$ cat src/rtl/dma_term_pkg.sv
// Package: shared sequencer state encoding for the terminate logic.
// Assumes a single-channel sequencer with six states.
package dma_term_pkg;
    typedef enum logic [2:0] {
        SQ_IDLE = 3'd0,
        SQ_S0   = 3'd1,
        SQ_S1   = 3'd2,
        SQ_S2   = 3'd3,
        SQ_S3   = 3'd4,
        SQ_S4   = 3'd5
    } seq_st_t;
endpackage

$ cat src/rtl/term_sync.sv
// Module: multi-stage synchroniser for the raw terminate line level.
// Assumes the line idles high; every stage resets to 1 (released).
module term_sync #(
    parameter int STAGES = 2
) (
    input  logic clk,
    input  logic rst_n,
    input  logic din,
    output logic dout
);
    logic [STAGES-1:0] stg_q;

    genvar g;
    generate
        for (g = 0; g < STAGES; g++) begin : g_stage
            if (g == 0) begin : g_first
                // First stage samples the asynchronous line
                always_ff @(posedge clk) begin
                    if (!rst_n) stg_q[0] <= 1'b1;
                    else        stg_q[0] <= din;
                end
            end else begin : g_next
                // Later stages resolve metastability
                always_ff @(posedge clk) begin
                    if (!rst_n) stg_q[g] <= 1'b1;
                    else        stg_q[g] <= stg_q[g-1];
                end
            end
        end
    endgenerate

    assign dout = stg_q[STAGES-1];
endmodule

$ cat src/rtl/term_latch.sv
// Module: remembers a sensed terminate while the sequencer is active and
// fires it at the next S2. Assumes sensed_low is already synchronous.
// Clearing (idle or firing) wins over setting in the same cycle.
module term_latch
    import dma_term_pkg::*;
(
    input  logic    clk,
    input  logic    rst_n,
    input  logic    sensed_low,
    input  seq_st_t state,
    output logic    latched,
    output logic    fire
);
    logic active;

    assign active = (state != SQ_IDLE);
    assign fire   = latched && (state == SQ_S2);

    // Latch: clear on idle or on firing, else set on a sensed low while active
    always_ff @(posedge clk) begin
        if (!rst_n)                  latched <= 1'b0;
        else if (!active || fire)    latched <= 1'b0;
        else if (sensed_low)         latched <= 1'b1;
    end
endmodule

$ cat src/rtl/xfer_seq_model.sv
// Module: state-stepping model of a single-channel transfer sequencer.
// Assumes wc_init holds the word count minus one; the transfer done with
// count zero is the last. Drives the terminate line for that whole transfer.
module xfer_seq_model
    import dma_term_pkg::*;
#(
    parameter int CNT_W = 16
) (
    input  logic             clk,
    input  logic             rst_n,
    input  logic             req,
    input  logic [CNT_W-1:0] wc_init,
    input  logic             term_fire,
    output seq_st_t          state,
    output logic             drive_oe
);
    seq_st_t          nxt;
    logic [CNT_W-1:0] wc_q;
    logic             abort_q;
    logic             last_word;
    logic             in_xfer;

    assign last_word = (wc_q == '0);
    assign in_xfer   = (state == SQ_S1) || (state == SQ_S2) ||
                       (state == SQ_S3) || (state == SQ_S4);
    assign drive_oe  = last_word && in_xfer;

    // Next-state selection for the stepping model
    always_comb begin
        nxt = state;
        unique case (state)
            SQ_IDLE: nxt = req ? SQ_S0 : SQ_IDLE;
            SQ_S0:   nxt = SQ_S1;
            SQ_S1:   nxt = SQ_S2;
            SQ_S2:   nxt = SQ_S3;
            SQ_S3:   nxt = SQ_S4;
            SQ_S4:   nxt = (last_word || abort_q || !req) ? SQ_IDLE : SQ_S1;
            default: nxt = SQ_IDLE;
        endcase
    end

    // State register
    always_ff @(posedge clk) begin
        if (!rst_n) state <= SQ_IDLE;
        else        state <= nxt;
    end

    // Word counter: load while idle, count down at the end of each transfer
    always_ff @(posedge clk) begin
        if (!rst_n)                 wc_q <= '0;
        else if (state == SQ_IDLE)  wc_q <= wc_init;
        else if (state == SQ_S4)    wc_q <= wc_q - CNT_W'(1);
    end

    // Abort flag: remembers an accepted terminate until the run ends
    always_ff @(posedge clk) begin
        if (!rst_n)                 abort_q <= 1'b0;
        else if (state == SQ_IDLE)  abort_q <= 1'b0;
        else if (term_fire)         abort_q <= 1'b1;
    end
endmodule

$ cat src/rtl/dma_term_sense.sv
// Module: top of the external terminate sense/latch logic with its
// sequencer model. Assumes term_pin_i is the resolved level of the shared
// open-drain line; the line is pulled low when term_pin_oe_o is high.
module dma_term_sense
    import dma_term_pkg::*;
#(
    parameter int CNT_W     = 16,
    parameter int SYNC_STGS = 2
) (
    input  logic             clk,
    input  logic             rst_n,
    input  logic             xfer_req,
    input  logic [CNT_W-1:0] wc_init,
    input  logic             term_pin_i,
    output logic [2:0]       seq_state_o,
    output logic             term_latched_o,
    output logic             term_now_o,
    output logic             term_pin_oe_o,
    output logic             term_pin_o
);
    logic    pin_sync;
    logic    fire;
    seq_st_t st;

    term_sync #(.STAGES(SYNC_STGS)) u_sync (
        .clk   (clk),
        .rst_n (rst_n),
        .din   (term_pin_i),
        .dout  (pin_sync)
    );

    term_latch u_latch (
        .clk        (clk),
        .rst_n      (rst_n),
        .sensed_low (!pin_sync),
        .state      (st),
        .latched    (term_latched_o),
        .fire       (fire)
    );

    xfer_seq_model #(.CNT_W(CNT_W)) u_seq (
        .clk       (clk),
        .rst_n     (rst_n),
        .req       (xfer_req),
        .wc_init   (wc_init),
        .term_fire (fire),
        .state     (st),
        .drive_oe  (term_pin_oe_o)
    );

    assign seq_state_o = st;
    assign term_now_o  = fire;
    assign term_pin_o  = 1'b0;
endmodule

$ cat config.mk
export PLATFORM = sky130hd
export DESIGN_NAME = dma_term_sense
export DESIGN_NICKNAME = d
export VERILOG_FILES = /design/src/rtl/dma_term_pkg.sv /design/src/rtl/term_sync.sv /design/src/rtl/term_latch.sv /design/src/rtl/xfer_seq_model.sv /design/src/rtl/dma_term_sense.sv
export SDC_FILE = /design/constraint.sdc
export NUM_CORES = 1
export LEC_CHECK = 0
export CORE_MARGIN = 1
export CORE_UTILIZATION = 43
export CTS_BUF_LIST = sky130_fd_sc_hd__clkbuf_16
export CTS_CLUSTER_DIAMETER = 200
export DETAILED_ROUTE_END_ITERATION = 8
export PLACE_DENSITY = 0.72
export SLEW_MARGIN = 20
export SYNTH_ARGS = -nofsm -noshare
export SYNTH_HDL_FRONTEND = slang
export SYNTH_SLANG_ARGS = --single-unit
$ cat constraint.sdc
create_clock -name clk -period 2.5 [get_ports clk]
set_clock_uncertainty 0.2 [all_clocks]
set_input_delay 0.5 -clock clk [delete_from_list [all_inputs] [get_ports clk]]
set_output_delay 0.5 -clock clk [all_outputs]
set_load 0.01 [all_outputs]
After elaboration in Yosys (flattened, before gate mapping)
Cells that the tools add are included.

storage, ports and cells
  latch bits = 0
  bits in read-only memories = 0
  word-level logic and storage cells = 34
  output and inout bits = 7
  memories = 0
  input bits = 20
  flip-flop bits (word level) = 23
  RAM bits = 0

cells by class
  reductions and logical operators = 16
  shift operators = 0
  muxes and demuxes = 5
  bitwise gates (word level) = 1
  eq/ne operators = 5
  magnitude comparators = 0
  add/subtract/negate cells = 1
  $mul = 0
  divide/modulo/power cells = 0

operators by type and width
  kind                                                                   count
  16-bit two-way mux                                                     2
  3-bit case mux with 6 select lines                                     1
  16-bit logical NOT                                                     1
  16-bit by 1-bit subtractor with 16-bit output, second input constant   1
  3-bit by 2-bit equality test with 1-bit output, second input constant  2
  3-bit equality test, second input constant                             2
  1-bit logical OR                                                       6
  2-bit OR reduction                                                     2
  3-bit by 1-bit equality test with 1-bit output, second input constant  1
  3-bit logical NOT                                                      1
  3-bit nonzero test                                                     1
  1-bit logical AND                                                      2
  1-bit logical NOT                                                      2
  2-bit two-way mux                                                      1
  2-bit nonzero test                                                     1
  1-bit two-way mux                                                      1
  1-bit NOT                                                              1

Logic depth before layout (Yosys ltp)
Gate-level depths: netlist of run 1.

  word-level depth = 5
  gate-level depth with buffers = 6
  depth with buffers taken out = 6

Cells and area by module
From an unflattened synthesis of run 1, not the netlist that was laid out.

unflattened totals
  cells, all modules = 159
  area, all modules = 1341.3 um^2

by module, submodules not included
  module          seq. area each (um^2)  times used  area each (um^2)  cells each
  xfer_seq_model  400.4                  1           1223.7            147
  term_sync       40.0                   1           52.6              4
  term_latch      20.0                   1           50.0              5
  dma_term_sense  0.0                    1           15.0              3

Worst setup path after synthesis of run 1
OpenSTA, ideal clock, no wires.

  path kind = register to output
  start point = register u_seq.wc_q[0]
  end point = output port term_pin_oe_o
  stages on the path, launching flop included = 6
  data required time = 1.800 ns
  data arrival time = 1.486 ns
  path buffers = 0
  path slack = 0.314 ns
  path through = dfxtp_1 -> inv_1 -> ha_1 -> nor3b_1 -> nand4_1 -> nor3_1

between the ends
  cells in the longest elaborated chain, start to end = 2

ends and longest elaborated chain
  what                    line                  RTL
  from (decl)             xfer_seq_model.sv:18  logic [CNT_W-1:0] wc_q;
  from (signal assigned)  xfer_seq_model.sv:51  else if (state == SQ_IDLE) wc_q <= wc_init;
  from (signal assigned)  xfer_seq_model.sv:52  else if (state == SQ_S4) wc_q <= wc_q - CNT_W'(1);
  16-bit logical NOT      xfer_seq_model.sv:23  assign last_word = (wc_q == '0);
  1-bit logical AND       xfer_seq_model.sv:26  assign drive_oe = last_word && in_xfer;
  to (decl)               dma_term_sense.sv:18  output logic term_pin_oe_o,

No other way between the ends.

Worst setup path after layout of run 1
  start point = register u_seq.state[2]
  end point = output port term_now_o

between the ends
  cells in the longest elaborated chain, start to end = 2

ends and longest elaborated chain
  what                                            line                  RTL
  from (decl)                                     xfer_seq_model.sv:14  output seq_st_t state,
  from (signal assigned)                          xfer_seq_model.sv:45  else state <= nxt;
  3-bit by 2-bit equality test with 1-bit output  term_latch.sv:17      assign fire = latched && (state == SQ_S2);
  1-bit logical AND                               term_latch.sv:17
  to (decl)                                       dma_term_sense.sv:17  output logic term_now_o,

No other way between the ends.

==> key figures, run 1 <==
Synth
  – Sequential share of the synthesized area: between 30% and 40%
  – Synthesized instance count: 145
  – Number of synthesized flops with an enable pin: 0
  – Net Count, Synth: between 150 and 200
  – Synth warn: 0
  – Synth unique cells: between 40 and 50
  – #FFs+latches synth: 23
  – Mapped Area: around 1200 sq um
  – Mean post-synth cell area: slightly above 8 sq um
  – Main flop type after synthesis: dfxtp_1
  – Ys async rst share: 0%

Finish
  – Layout Nets: approximately 200
  – Design area: around 1600 sq um
  – Final Util: between 60% and 70%
  – Ratio of cells with drive above 1 in the final layout: 13.1%
  – Ant diodes: 0
  – Area grow syn2layout: 35.7%

Clock tree
  – Post-CTS Setup Inserts: 0
  – Hold buffers post-CTS: 0
  – CTS Buf Count: 3
  – Resized cells post-CTS: 5
  – Clk root buf: clkbuf_16
  – Clock Sinks: 23
  – CTS tree: built
  – Clock slew seen by the registers of the worst setup and hold paths: about 0.060 ns
  – H-tree depth: 1
  – Clk buf depth: 2
  – Skew-Pair Late Insertion Delay: about 0.25 ns

Timing
  – Tcrit/Tclk final: between 90% and 100%
  – Relative slew slack: between 60% and 70%
  – Final Setup Violations: 0
  – FMAX: around 0.42 GHz
  – Final hold vios: 0
  – Final Max Slew Viols: 0
  – Minimum clock period: 2.40 ns
  – RSZ-0062 raised after global routing: no
  – Setup TNS: 0 ns
  – Tightest Pin Transition: slightly below 0.6 ns

Global route
  – Total global routing overflow: 0
  – First-pass GRT wire length: 4880 um
  – Largest net degree at the start of global routing: 20
  – GR Util met1: 29.2%
  – Vias in the first global route: 1061
  – M3 GR Usage: ~5.0%
  – GR peak layer: met2
  – Initial antenna violation count: 0
  – Met2 Use GR: 40.2%
  – Gr usage total: 23.6%

Min path
  – WHS Endpoint: u_sync.dout$_SDFF_PN1_
  – Hold path start: u_sync.stg_q[0]$_SDFF_PN1_
  – Min-Delay Path Depth: 1
  – Worst hold path type: flip-flop to flip-flop

Route
  – Routed vias/inst: between 5 and 6
  – Routed WL per cell: around 15 um
  – Post-Route WL: roughly 3000 um
  – Starting DRT DRC Count: 30
  – DR DRC count: 0
  – Post-DRT Antenna Nets: 0
  – Pre-antenna DRT Iters: 4
  – DR vias: between 1000 and 1500

Power and ir drop
  – Worst IR Drop VDD: a little over 0.0006 V
  – Pwr/cell area: 751 nW/um^2
  – Tot Pwr: ~1200 uW
  – Leakage: 0.000609 uW

Place
  – Dpl cell area: between 1500 and 2000 sq um
  – Port bufs: 25
  – HPWL reported at the end of detailed placement: ~2000 um
  – Placer Congestion: 0.806

Status
  – Outcome: finished, final reports clean

Worst setup path
  – Worst R2R Setup Slack: about 0.38 ns
  – CP max FO: 13
  – Reg-to-reg startpoint: u_seq.wc_q[7]$_SDFFE_PN0P_
  – CP Class: flip-flop to primary output
  – Sequence of cells on the critical path: nor3b_1 -> clkdlybuf4s50_1
  – Worst path max stage delay: 0.61 ns
  – RR Endpoint: u_seq.wc_q[14]$_SDFFE_PN0P_
  – Worst setup EP type: primary output
  – R2R cell count: 4
  – Required @ worst endpoint: between 1.5 and 2 ns
  – Critical-path top delay cell: clkdlybuf4s50_1
  – WP data arrival: between 1.5 and 2 ns
  – Startpoint Class: flip-flop

Floorplanning
  – Core area: between 2000 and 3000 sq um
  – Initial Util: a little under half
  – FP Rows: 18
  – Die area: just under 3000 sq um
  – I/O pins: 27
  – Die extent in x: 54.6 um
  – Die H: around 55 um

Run
  – Max_cap viols: 0
==> report_power, final <==
part	leakage [uW]	total [uW]	switching, uW	internal, uW
clock network	0.0000423	345	132	214
logic	0.000377	384	193	191
registers	0.000190	482	61.5	420
==> sequential cells by signal, indices dropped and copies added (netlist names) <==
register,cells
u_seq.state,3
u_sync.stg_q,1
u_sync.dout,1
u_latch.latched,1
u_seq.wc_q,16
u_seq.abort_q,1
==> placed cells by master, fill, tap and decap left out, types with 2 or more instances in the layout <==
| master | n |
|---|---|
| nand3_1 | 4 |
| nand2b_1 | 3 |
| inv_1 | 5 |
| clkbuf_16 | 3 |
| nand2_1 | 13 |
| dfxtp_1 | 23 |
| xnor2_1 | 2 |
| a221oi_1 | 2 |
| o31ai_1 | 2 |
| nand3b_1 | 2 |
| nor2_1 | 16 |
| a21oi_1 | 7 |
| xor2_1 | 3 |
| nand4_1 | 3 |
| buf_4 | 9 |
| nor3_1 | 4 |
| clkdlybuf4s50_1 | 24 |
| a31oi_1 | 5 |
| nor4_1 | 2 |
| o21ai_0 | 9 |
| or4_1 | 2 |
==> per-layer routing <==
layer | vias up | share of wire [%] | wire length, um
li1 | 597 | - | -
met1 | 545 | 46 | 1390
met2 | 30 | 48 | 1420
met3 | 4 | 4.9 | 146
met4 | 0 | 0.97 | 29
met5 | - | 0 | 0
==> worst max-delay path, delay by kind of cell (launching register included) <==
family | cells | cell delay, ns
and+or+nand+nor | 1 | 0.40
buffers and inverters | 1 | 0.61
DFF | 1 | 0.44
==> worst max path at each step <==
stage	end	startpoint	cells past startpoint
3_3_place_gp	term_pin_oe_o	u_seq.wc_q[10]$_SDFFE_PN0P_	4
3_5_place_dp	term_pin_oe_o	u_seq.wc_q[10]$_SDFFE_PN0P_	4
2_1_floorplan	term_pin_oe_o	u_seq.wc_q[0]$_SDFFE_PN0P_	5
6_report	term_now_o	u_seq.state[2]$_SDFF_PN0_	2
5_1_grt	term_now_o	u_seq.state[2]$_SDFF_PN0_	2
4_1_cts	term_now_o	u_seq.state[2]$_SDFF_PN0_	2
==> per-stage QoR <==
step	cells	hold WS [ns]	setup slack [ns]
final	205	0.217	0.0978
after global routing	205	0.245	0.0128
after CTS	205	0.226	0.117
after detailed placement	201	0.201	0.0588
after global placement	201	0.193	0.114
after floorplan	145	0.186	0.314
==> kinds of logic (layout without fill, tap and decap cells) <==
logic type      Yosys count  after routing  share of synthesized area [%]
compound gates           38             38                           21.8
xor+xnor                  5              5                           3.68
fa+ha+maj                 1              1                           1.05
buf+inv                  12             42                           4.21
flops                    23             23                           38.7
mux                       1              1                          0.842
other cells               1              1                          0.315
simple gates             64             64                           29.4
==> synthesized netlist by cell type, drive strengths merged, types with 2 or more instances <==
cell type,number,share of area [%]
o311a,2,1.8
a31oi,5,2.6
nor3b,2,1.3
nor4,4,2.1
nand2b,3,1.6
a21oi,7,2.9
xor2,3,2.2
nor3,5,2.5
inv,4,1.3
nand3,4,1.7
o21ai,9,3.8
or3,3,2.1
a221oi,2,1.5
nor2,16,5.1
o31ai,2,1.3
or4,3,2.2
nand2,13,4.1
clkbuf,6,1.9
xnor2,2,1.5
buf,2,1.1
nand3b,2,1.3
dfxtp,23,39
nand4,3,1.6
==> cell type report <==
cell class | count | area, sq um
timing repair buffer | 34 | 317
multi-input combinational | 110 | 704
inverter | 4 | 15.0
clock buffer | 3 | 75.1
sequential | 23 | 460
tap | 30 | 37.5
clock inverter | 1 | 3.75
fill | 212 | 932
No activity file was read; power rests on OpenSTA's default activity.
==> run 2, diff against run 1 <==
- clock period: 2.5 -> 2.4 ns (I/O delays scaled with it)
==> run 2 against run 1 <==
Against the previous run: die area is the same; sequential cell count is the same; global-route usage is essentially flat; sequential power grew 2%; critical path type unchanged; largest power group unchanged; highest routed layer unchanged.
==> key figures, run 2 (same netlist as run 1, synthesis figures left out) <==
Timing
  – Tcrit/Tclk final: 94.8%
  – Minimum clock period: 2.28 ns
  – RSZ-0062 raised after global routing: no
  – FMAX: approximately 0.44 GHz
  – Setup TNS: 0 ns
  – WHS: approximately 0.22 ns
  – Final hold vios: 0
  – Final Setup Violations: 0
  – PnR worst setup slack: around 0.12 ns
  – Final Max Slew Viols: 0

Worst setup path
  – Worst R2R Setup Slack: 0.14 ns
  – Reg-to-reg startpoint: u_seq.wc_q[7]$_SDFFE_PN0P_
  – Startpoint Class: flip-flop
  – Sequence of cells on the critical path: nor3b_2 -> clkdlybuf4s50_1
  – Worst path max stage delay: 0.58 ns
  – WP buf/inv: 1
  – RR Endpoint: u_seq.wc_q[14]$_SDFFE_PN0P_
  – CP top delay family: buffers and inverters
  – R2R cell count: 5
  – Required @ worst endpoint: 1.72 ns
  – Worst setup EP type: primary output
  – CP Class: flip-flop to primary output
  – CP max FO: 13
  – WP data arrival: between 1.5 and 2 ns
  – Critical-path top delay cell: clkdlybuf4s50_1

Finish
  – Ratio of cells with drive above 1 in the final layout: a little under a fifth
  – Area grow syn2layout: 40.4%
  – Most flop-heavy register: u_seq.wc_q
  – Most common cell after layout, fill and taps aside: clkdlybuf4s50_1
  – Ant diodes: 0
  – Finished Layout Cells: approximately 210
  – Layout Nets: 204
  – Commonest cells after routing, fill and taps aside: 24 x clkdlybuf4s50_1, 23 x dfxtp_1, 16 x nor2_1, 16 x buf_4, 13 x nand2_1
  – Regs by FF count: u_seq.wc_q (16), u_seq.state (3)
  – Filler Cells Inserted: 235
  – Max reg flops: 16

Power and ir drop
  – Flop pwr share: a little under two fifths
  – Net Switching: about 410 uW
  – Sw Ratio: a little under a third
  – Leakage: around 0.00064 uW
  – Pwr/cell area: around 780 nW/um^2
  – Clock share of power: a little over a quarter
  – Worst IR Drop VDD: 0.000587 V
  – Internal: 888 uW
  – Combinational Power Share: between 30% and 40%

Clock tree
  – Skew-Pair Late Insertion Delay: 0.25 ns
  – Clk root buf: clkbuf_16
  – CTS tree: built
  – H-tree depth: 1
  – Clock slew seen by the registers of the worst setup and hold paths: ~0.06 ns
  – Clk buf depth: 2
  – Clock Sinks: 23
  – CTS Buf Count: 3

Floorplanning
  – Die extent in x: 54.6 um
  – Initial Util: about 47%
  – Die area: slightly below 3000 sq um
  – Die H: roughly 55 um
  – I/O pins: 27
  – Core area: about 2500 sq um
  – FP Rows: 18

Route
  – DR DRC count: 0
  – Routed WL per cell: roughly 15 um
  – Routed vias/inst: between 5 and 6
  – Post-DRT Antenna Nets: 0
  – Starting DRT DRC Count: 32
  – Post-Route WL: 3150 um
  – Pre-antenna DRT Iters: 4
  – DR vias: approximately 1200

Min path
  – Min-Delay Path Depth: 1
  – WHS Endpoint: u_sync.dout$_SDFF_PN1_
  – Worst hold path type: flip-flop to flip-flop
  – Hold path start: u_sync.stg_q[0]$_SDFF_PN1_

Global route
  – Gr usage total: 23.6%
  – Largest net degree at the start of global routing: 14
  – Initial antenna violation count: 0
  – Total global routing overflow: 0
  – First-pass GRT wire length: approximately 5000 um
  – Vias in the first global route: about 1100

Place
  – Placer Congestion: between 0.8 and 0.9
  – Place WS: roughly 0.031 ns
  – Port bufs: 25
  – HPWL reported at the end of detailed placement: roughly 2200 um
  – Placed insts: roughly 210

Run
  – Max_cap viols: 0

Status
  – Outcome: finished, final reports clean
==> run 2: cell types whose count changed in the layout (fill, tap and decap cells not counted) <==
cell           change
nor3_2             +1
dlygate4sd2_1      -1
nor3_1             -1
nor3b_4            +1
buf_4              +7
clkbuf_2           +1
nor3b_1            -1
nor4_4             -1
nor4_2             +1
==> run 2: cell type report <==
type	instances	area (sq um)	share of cell area, %
Clock buffer	3	75.1	4.50
Multi-Input combinational cell	110	712	42.7
Clock inverter	1	3.75	0.225
Inverter	4	15.0	0.900
Timing Repair Buffer	41	365	21.9
Sequential cell	23	460	27.6
Tap cell	30	37.5	2.25
==> run 2: worst max path at each step <==
| stage | cells past startpoint | endpoint | slack, ns | startpoint |
|---|---|---|---|---|
| after global placement | 5 | term_pin_oe_o | 0.03 | u_seq.wc_q[10]$_SDFFE_PN0P_ |
| after floorplan | 5 | term_pin_oe_o | 0.23 | u_seq.wc_q[0]$_SDFFE_PN0P_ |
| after global routing | 2 | term_now_o | 0.02 | u_seq.state[2]$_SDFF_PN0_ |
| after detailed placement | 6 | term_pin_oe_o | 0.03 | u_seq.wc_q[0]$_SDFFE_PN0P_ |
| final | 2 | term_now_o | 0.12 | u_seq.state[2]$_SDFF_PN0_ |
| after CTS | 2 | term_now_o | 0.05 | u_seq.state[2]$_SDFF_PN0_ |
==> run 2: per-layer routing <==
| layer | global-route usage [%] | vias up | share of wire (%) |
|---|---|---|---|
| met3 | 5.56 | 7 | 3.5 |
| li1 | - | 611 | - |
| met2 | 38.8 | 34 | 48 |
| met1 | 28.9 | 563 | 47 |
| met5 | 0 | - | 0 |
| met4 | 10.7 | 0 | 1.7 |
==> run 2: repair_timing <==
action,in CTS,in global routing
pin swaps,0,1
resized for setup,3,6
endpoints found under the setup margin,1,2
hold buffers,0,0
buffers inserted,0,1
==> run 2: worst register-to-register path: cells and delay by family, from the launching register on <==
| family | cells | cell delay, ns |
|---|---|---|
| buffers and inverters | 1 | 0.16 |
| DFF | 1 | 0.33 |
| AOI/OAI and AO/OA | 1 | 0.18 |
| and+or+nand+nor | 3 | 1.32 |
==> run 2: per-stage QoR <==
stage / utilization (%) / area [sq um] / power (uW)
after floorplan: - / 1190 / 734
after global placement: 61.1 / 1550 / 905
after detailed placement: 61.1 / 1550 / 917
after CTS: 64.6 / 1640 / 1280
after global routing: 65.6 / 1670 / 1370
final: 65.6 / 1670 / 1300
==> run 2: power groups by stage <==
stage / clock network [uW] / logic, uW / registers (uW)
6_report: 355 / 450 / 493
5_1_grt: 384 / 490 / 500
4_1_cts: 359 / 433 / 487
3_5_place_dp: 0 / 427 / 491
3_3_place_gp: 0 / 417 / 488
2_1_floorplan: 0 / 245 / 489
